<file path="config.mk">
export PLATFORM = sky130hd
export DESIGN_NAME = adc_emu_top
export DESIGN_NICKNAME = d
export VERILOG_FILES = /design/src/rtl/adc_emu_pkg.sv /design/src/rtl/adc_emu_sync.sv /design/src/rtl/adc_emu_ctrl.sv /design/src/rtl/adc_emu_dp.sv /design/src/rtl/adc_emu_top.sv
export SDC_FILE = /design/constraint.sdc
export NUM_CORES = 1
export LEC_CHECK = 0
export ABC_CLOCK_PERIOD_IN_PS = 2700
export BUFFER_PORTS_ARGS = -buffer_cell sky130_fd_sc_hd__buf_2
export CELL_PAD_IN_SITES_DETAIL_PLACEMENT = 1
export CELL_PAD_IN_SITES_GLOBAL_PLACEMENT = 2
export CORE_AREA = 2 2 92 59
export DETAILED_ROUTE_END_ITERATION = 10
export DIE_AREA = 0 0 94 61
export GPL_TIMING_DRIVEN = 1
export PLACE_DENSITY_LB_ADDON = 0.1
export SETUP_SLACK_MARGIN = 0.4
export SYNTH_ARGS = -nofsm -noshare
export SYNTH_HDL_FRONTEND = slang
export SYNTH_HIERARCHICAL = 1
export SYNTH_SLANG_ARGS = --single-unit
</file>
<file path="constraint.sdc">
create_clock -name clk -period 2.7 [get_ports clk]
set_clock_uncertainty 0.15 [all_clocks]
set_input_delay 0.54 -clock clk [delete_from_list [all_inputs] [get_ports clk]]
set_output_delay 0.54 -clock clk [all_outputs]
set_load 0.05 [all_outputs]
</file>
<file path="src/rtl/adc_emu_pkg.sv">
package adc_emu_pkg;

  typedef enum logic [1:0] {
    ST_ACQ  = 2'd0,
    ST_CONV = 2'd1,
    ST_DATA = 2'd2
  } emuState_t;

  typedef struct packed {
    logic load;
    logic shift;
  } dpStrobe_t;

endpackage

</file>
<file path="src/rtl/adc_emu_sync.sv">
module adc_emu_sync #(
  parameter int STAGES = 2
) (
  input  logic clk,
  input  logic rstN,
  input  logic asyncIn,
  output logic lvl,
  output logic lvlPrev
);

  logic [STAGES-1:0] chainQ;
  logic              prevQ;

  generate
    if (STAGES == 1) begin : g_one
      always_ff @(posedge clk or negedge rstN) begin
        if (!rstN) chainQ <= '0;
        else       chainQ <= asyncIn;
      end
    end else begin : g_many
      always_ff @(posedge clk or negedge rstN) begin
        if (!rstN) chainQ <= '0;
        else       chainQ <= {chainQ[STAGES-2:0], asyncIn};
      end
    end
  endgenerate

  always_ff @(posedge clk or negedge rstN) begin
    if (!rstN) prevQ <= 1'b0;
    else       prevQ <= chainQ[STAGES-1];
  end

  assign lvl     = chainQ[STAGES-1];
  assign lvlPrev = prevQ;

endmodule

</file>
<file path="src/rtl/adc_emu_ctrl.sv">
module adc_emu_ctrl
  import adc_emu_pkg::*;
#(
  parameter int CONV_CYCLES = 50,
  parameter int SYNC_STAGES = 2
) (
  input  logic      clk,
  input  logic      rstN,
  input  logic      cnvIn,
  input  logic      sckIn,
  input  logic      frameEnd,
  output dpStrobe_t strobe,
  output logic      oe,
  output logic      missed
);

  localparam int CNT_W = (CONV_CYCLES > 1) ? $clog2(CONV_CYCLES) : 1;
  localparam logic [CNT_W-1:0] CNT_LOAD = CNT_W'(CONV_CYCLES - 1);

  logic cnvLvl, cnvPrev, sckLvl, sckPrev;
  logic cnvRise, sckFall;

  adc_emu_sync #(.STAGES(SYNC_STAGES)) u_cnvSync (
    .clk(clk), .rstN(rstN), .asyncIn(cnvIn), .lvl(cnvLvl), .lvlPrev(cnvPrev)
  );
  adc_emu_sync #(.STAGES(SYNC_STAGES)) u_sckSync (
    .clk(clk), .rstN(rstN), .asyncIn(sckIn), .lvl(sckLvl), .lvlPrev(sckPrev)
  );

  assign cnvRise = cnvLvl & ~cnvPrev;
  assign sckFall = sckPrev & ~sckLvl;

  emuState_t        stateQ, stateD;
  logic [CNT_W-1:0] convCntQ, convCntD;
  logic             missedQ, missedD;

  always_comb begin
    stateD       = stateQ;
    convCntD     = convCntQ;
    missedD      = missedQ;
    strobe.load  = 1'b0;
    strobe.shift = 1'b0;
    unique case (stateQ)
      ST_ACQ: begin
        if (cnvRise) begin
          stateD      = ST_CONV;
          convCntD    = CNT_LOAD;
          missedD     = 1'b0;
          strobe.load = 1'b1;
        end
      end
      ST_CONV: begin
        if (convCntQ != '0) begin
          convCntD = convCntQ - 1'b1;
        end else if (cnvLvl) begin
          stateD  = ST_ACQ;
          missedD = 1'b1;
        end else begin
          stateD = ST_DATA;
        end
      end
      ST_DATA: begin
        if (cnvRise) begin
          stateD      = ST_CONV;
          convCntD    = CNT_LOAD;
          missedD     = 1'b0;
          strobe.load = 1'b1;
        end else if (sckFall) begin
          if (frameEnd) stateD = ST_ACQ;
          else          strobe.shift = 1'b1;
        end
      end
      default: stateD = ST_ACQ;
    endcase
  end

  always_ff @(posedge clk or negedge rstN) begin
    if (!rstN) begin
      stateQ   <= ST_ACQ;
      convCntQ <= '0;
      missedQ  <= 1'b0;
    end else begin
      stateQ   <= stateD;
      convCntQ <= convCntD;
      missedQ  <= missedD;
    end
  end

  assign oe     = (stateQ == ST_DATA);
  assign missed = missedQ;

  // a convert edge from acquisition begins a full-length conversion
  p_conv_start_r2: assert property (@(posedge clk) disable iff (!rstN)
    (stateQ == ST_ACQ && cnvRise) |=> (stateQ == ST_CONV && convCntQ == CNT_LOAD));

  // conversion cannot end early while the counter is nonzero
  p_conv_hold_r2: assert property (@(posedge clk) disable iff (!rstN)
    (stateQ == ST_CONV && convCntQ != '0) |=> (stateQ == ST_CONV && !oe));

  // completion with convert low enables the driver
  p_busy_low_r3: assert property (@(posedge clk) disable iff (!rstN)
    (stateQ == ST_CONV && convCntQ == '0 && !cnvLvl) |=> oe);

  // completion with convert high records the miss and keeps the driver off
  p_missed_r8: assert property (@(posedge clk) disable iff (!rstN)
    (stateQ == ST_CONV && convCntQ == '0 && cnvLvl) |=> (missed && !oe));

  // a convert edge during readout turns the driver off next cycle
  p_early_release_r6: assert property (@(posedge clk) disable iff (!rstN)
    (oe && cnvRise) |=> !oe);

endmodule

</file>
<file path="src/rtl/adc_emu_dp.sv">
module adc_emu_dp
  import adc_emu_pkg::*;
#(
  parameter int DATA_W = 16
) (
  input  logic              clk,
  input  logic              rstN,
  input  logic [DATA_W-1:0] sampleIn,
  input  dpStrobe_t         strobe,
  output logic              sdoBit,
  output logic              frameEnd
);

  localparam int BC_W = $clog2(DATA_W + 1);

  logic [DATA_W-1:0] shiftQ;
  logic [BC_W-1:0]   bitCntQ;
  logic              outBitQ;

  always_ff @(posedge clk or negedge rstN) begin
    if (!rstN) begin
      shiftQ  <= '0;
      bitCntQ <= '0;
      outBitQ <= 1'b0;
    end else if (strobe.load) begin
      shiftQ  <= sampleIn;
      bitCntQ <= '0;
      outBitQ <= 1'b0;
    end else if (strobe.shift) begin
      outBitQ <= shiftQ[DATA_W-1];
      shiftQ  <= {shiftQ[DATA_W-2:0], 1'b0};
      bitCntQ <= bitCntQ + 1'b1;
    end
  end

  assign sdoBit   = outBitQ;
  assign frameEnd = (bitCntQ == BC_W'(DATA_W));

  // a new conversion leaves the line at busy level with the count cleared
  p_load_clear_r3: assert property (@(posedge clk) disable iff (!rstN)
    strobe.load |=> (!sdoBit && !frameEnd));

  // every shift advances the bit position by exactly one
  p_shift_step_r4: assert property (@(posedge clk) disable iff (!rstN)
    strobe.shift |=> (bitCntQ == $past(bitCntQ) + 1'b1));

  // without a strobe the output bit and count hold
  p_hold_r10: assert property (@(posedge clk) disable iff (!rstN)
    (!strobe.load && !strobe.shift) |=> ($stable(sdoBit) && $stable(bitCntQ)));

endmodule

</file>
<file path="src/rtl/adc_emu_top.sv">
module adc_emu_top
  import adc_emu_pkg::*;
#(
  parameter int DATA_W      = 16,
  parameter int CONV_CYCLES = 50,
  parameter int SYNC_STAGES = 2
) (
  input  logic              clk,
  input  logic              rstN,
  input  logic              cnvIn,
  input  logic              sckIn,
  input  logic [DATA_W-1:0] sampleIn,
  output logic              sdoOut,
  output logic              sdoOe,
  output logic              busyMissed
);

  dpStrobe_t strobe;
  logic      frameEnd;

  adc_emu_ctrl #(
    .CONV_CYCLES(CONV_CYCLES),
    .SYNC_STAGES(SYNC_STAGES)
  ) u_ctrl (
    .clk(clk), .rstN(rstN), .cnvIn(cnvIn), .sckIn(sckIn),
    .frameEnd(frameEnd), .strobe(strobe), .oe(sdoOe), .missed(busyMissed)
  );

  adc_emu_dp #(.DATA_W(DATA_W)) u_dp (
    .clk(clk), .rstN(rstN), .sampleIn(sampleIn), .strobe(strobe),
    .sdoBit(sdoOut), .frameEnd(frameEnd)
  );

endmodule

</file>
* Word-level counts from Yosys, hierarchy flattened *
Cells that the tools add are included.

storage, ports and cells
  register bits = 37
  bits in latches = 0
  memory bits (writable) = 0
  memory bits (read-only) = 0
  bits of input ports = 20
  output and inout bits = 3
  logic and storage cells = 60
  memories = 0

operators by class
  add/subtract/negate cells = 2
  $mul = 0
  div/mod/pow operators = 0
  order comparisons = 0
  equality and inequality tests = 10
  shifts and indexed selects = 0
  mux-type cells = 26
  bitwise gates (word level) = 4
  reductions and logical operators = 8

operators by type and width
  kind                                                                number
  16-bit two-way mux                                                  2
  2-bit two-way mux                                                   6
  6-bit two-way mux                                                   2
  6-bit one-hot mux with 2 select lines                               1
  1-bit two-way mux                                                   11
  5-bit two-way mux                                                   2
  4-bit AND reduction                                                 2
  2-bit by 1-bit != test with 1-bit output, second input constant     3
  3-bit by 1-bit != test with 1-bit output, second input constant     2
  2-bit one-hot mux with 3 select lines                               1
  6-bit nonzero test                                                  1
  6-bit by 1-bit subtractor with 6-bit output, second input constant  1
  5-bit by 1-bit adder with 5-bit output, second input constant       1
  5-bit == test, second input constant                                1
  2-bit != test, second input constant                                2
  2-bit nonzero test                                                  2
  3-bit AND reduction                                                 1
  1-bit bitwise AND                                                   2
  2-bit by 1-bit == test with 1-bit output, second input constant     1
  2-bit == test, second input constant                                1
  2-bit logical NOT                                                   1
  1-bit inverter                                                      2
  1-bit one-hot mux with 2 select lines                               1
  2-bit OR reduction                                                  1

* Longest topological paths before layout *
  depth in word-level cells = 7
  depth in mapped cells = 9
  depth with buffers taken out = 7

* By module *
Netlist, hierarchy kept.

modules (own cells, without submodules)
  module        times used  cells each  area each (µm²)  sequential area each (µm²)
  adc_emu_dp    1           100         1089.8           550.5
  adc_emu_ctrl  1           51          501.7            225.2
  adc_emu_sync  2           3           75.1             75.1

* Least setup slack after synthesis *
No wires, ideal clock.

  kind = reg2reg
  from = reg u_ctrl.stateQ[0]
  to = reg u_dp.bitCntQ[3]
  setup time = 0.125 ns
  data arrival time = 1.904 ns
  data required time = 2.425 ns
  path slack = 0.521 ns
  cell stages (with the launch flop) = 7
  buffers on the path = 1
  clock period less this slack = 2.179 ns
  cells stage by stage = dfrtp_1 and2b_1 nand2_1 nor4b_1 buf_6 nand4_1 mux2_4

RTL lines
  element                   line                text
  start: declaration        adc_emu_ctrl.sv:33  emuState_t stateQ, stateD;
  start signal: assignment  adc_emu_ctrl.sv:83  stateQ <= stateD;
  end signal: assignment    adc_emu_dp.sv:32    bitCntQ <= bitCntQ + 1'b1;
  end: declaration          adc_emu_dp.sv:17    logic [BC_W-1:0] bitCntQ;

==> reports/results.txt <==
status: completed
drt drc: 0
router iterations before antenna repair: 3
fin crit share: 78.47%
RePlAce Congestion: 0.7074
worst-case clock buffer depth: 2
setup_tns: 0 ps
share of layout cells above drive strength 1: 20.44%
antenna violations before repair: 0
register area share after synthesis: 53.16%
number of routed nets with antenna violations: 0
H-tree Lvls: 2
slew of the pin with the lowest slew margin: 824.3 ps
Synth area leaders: dfrtp_1, mux2i_1, nand2_1, o21ai_1, ha_1
Fmax: 472.0 MHz
Netlist cell types: 37
most common cell after layout, fill and taps aside: dfrtp_1
vias per cell: 4.761
first-pass GRT wire length: 5796 µm
critical path startpoint category: flip-flop
crit path cell chain: inv_1, ha_1, nand2_1, nor3_1, nor4b_2, buf_12, nand4_1, mux2_4
Core Area: 0.004880 mm²
synthesized cell area: 0.001742 mm²
total track usage: 13.37%
pin count of the biggest net entering global routing: 38
clock sink total: 37
nets: 204
post-synth top area cell: dfrtp_1
number of global-route vias before repair: 1198
CP Max Fanout: 23
CTS tree: built
critical path data arrival time: 2140 ps
synthesized flop and latch total: 37
cts hold-fix bufs: 0
gr ovfl total: 0
CP peak stage delay: 420 ps
Max Cap Violations: 0
Placed Instance Area: 0.001904 mm²
Critical path buffers and inverters: 2
Slowest cell on crit path: dfrtp_1
Die H: 61 µm
most frequent cells in the layout: dfrtp_1, buf_2, nand2_1
n_diodes: 0
I/O Buffers: 22
max-slew violations: 0
Worst setup EP type: flip-flop
post-CTS setup buffer count: 0
die area: 0.005734 mm²
final setup vio count: 0
DR vias: 1176
Synthesis Warnings: 6
PnR Total Power: 1.677 mW
DR iter-0 viols: 55
Ports: 23
final instance area: 0.001987 mm²
Starting Density: 35.69%
R2R setup slack: 580 ps
PostCTS Resize Cnt: 0
Worst-path clk slew: 70 ps
Final min period: 2119 ps
WL final: 3420 µm
Avg WL per Cell: 13.85 µm
slew margin rel.: 45.05%
CP Data Required Time: 2720 ps
syn avg cell area: 11.09 µm²
root buffer cell: clkbuf_8
row count: 20
dominant synthesized flop cell: dfrtp_1
ys async rst share: 100.0%
share of Yosys cell area claimed by the top area cell type: 53.16%
Die X: 94 µm
leakage: 0.8588 nW
unrepaired setup endpoints after global routing: false
cell class contributing the biggest share of worst-path delay: simple AND/OR/NAND/NOR gates
Synth Net Count: 181
cts bufs inserted: 5
power density over the cells: 844.1 mW/mm²
worst min-delay path class: primary input to async pin
EDFF count, synth: 0
Detailed Place HPWL: 2417 µm
Setup CP Type: flip-flop to flip-flop
Hold Vio Cnt, Final: 0
Max rail drop VDD: 0.0002796 V
Area Overhead vs Synth: 14.08%
Skew-Pair Late Insertion Delay: 280 ps
Post-Syn Instances: 157
-- cells in the mapped netlist (2+ instances only) --
cell type,n
ha_1,4
nand3b_1,2
nor2b_1,3
inv_1,6
nand4_1,2
mux2_4,2
buf_4,3
o21ai_1,13
mux2i_1,19
o21ai_0,8
dfrtp_1,37
nand2b_1,4
o31ai_1,2
clkbuf_1,2
nor2_1,6
o211ai_1,2
nand2_1,22
-- flip-flops by register name, indices dropped and copies added (netlist names) --
name and cells:
u_ctrl/convCntQ 6, u_ctrl/missed 1, u_ctrl/stateQ 2, u_ctrl/u_cnvSync/chainQ 2, u_ctrl/u_cnvSync/lvlPrev 1, u_ctrl/u_sckSync/chainQ 2, u_ctrl/u_sckSync/lvlPrev 1, u_dp/bitCntQ 5
u_dp/sdoBit 1, u_dp/shiftQ 16
-- through the flow --
stage	hold WS [ps]	worst slack, ps	utilization (%)	std cells
global route	194.4	455.2	40.72	247
global placement	183.6	654.0	39.03	239
detailed placement	189.7	588.8	39.03	239
floorplan	94.41	520.8	-	157
CTS	199.2	572.5	40.72	247
finish	198.7	581.2	40.72	247
-- path summary, 6_finish.rpt --
path	startpoint	cells after the start	endpoint
max	u_dp/bitCntQ[0]$_DFFE_PN0P_	8	u_dp/bitCntQ[3]$_DFFE_PN0P_
min	rstN	1	u_ctrl/missed$_DFFE_PN0P_
max reg2reg	u_dp/bitCntQ[0]$_DFFE_PN0P_	8	u_dp/bitCntQ[3]$_DFFE_PN0P_
min reg2reg	u_ctrl/u_cnvSync/chainQ[0]$_DFF_PN0_	0	u_ctrl/u_cnvSync/chainQ[1]$_DFF_PN0_
max in group asynchronous	rstN	1	u_ctrl/convCntQ[3]$_DFFE_PN0P_
min in group clk	u_ctrl/u_cnvSync/chainQ[0]$_DFF_PN0_	0	u_ctrl/u_cnvSync/chainQ[1]$_DFF_PN0_
-- layout make-up --
type / count / area (µm²)
flip-flops and latches: 37 / 925.9
clock inverters: 2 / 10.01
inverters: 6 / 22.52
multi-input cells: 106 / 723.2
fillers: 554 / 2893
repair buffers: 24 / 150.1
well taps: 66 / 82.58
clock buffers: 6 / 72.57
-- power by group --
group          internal (mW)  switching (mW)
clock network          0.179           0.189
registers              0.736           0.122
logic                  0.199           0.252
total                   1.11           0.563
-- routing by layer --
metal / up-vias / share of wire (%) / wire [µm] / global-route usage [%]
li1: 586 / - / - / -
met1: 570 / 56 / 1908 / 19.84
met2: 15 / 40 / 1372 / 18.47
met3: 5 / 3.0 / 101 / 3.851
met4: 0 / 1.1 / 38 / 4.969
met5: - / 0 / 0 / 0
-- logic make-up after synthesis --
family	count (synthesis)	share of synthesized area [%]
simple gates	50	15.16
flops	37	53.16
compound gates	30	9.985
mux	21	12.64
buf+inv	14	5.675
fa+ha+maj	4	2.874
xor+xnor	1	0.5030
(Power assumes the default switching activity.)
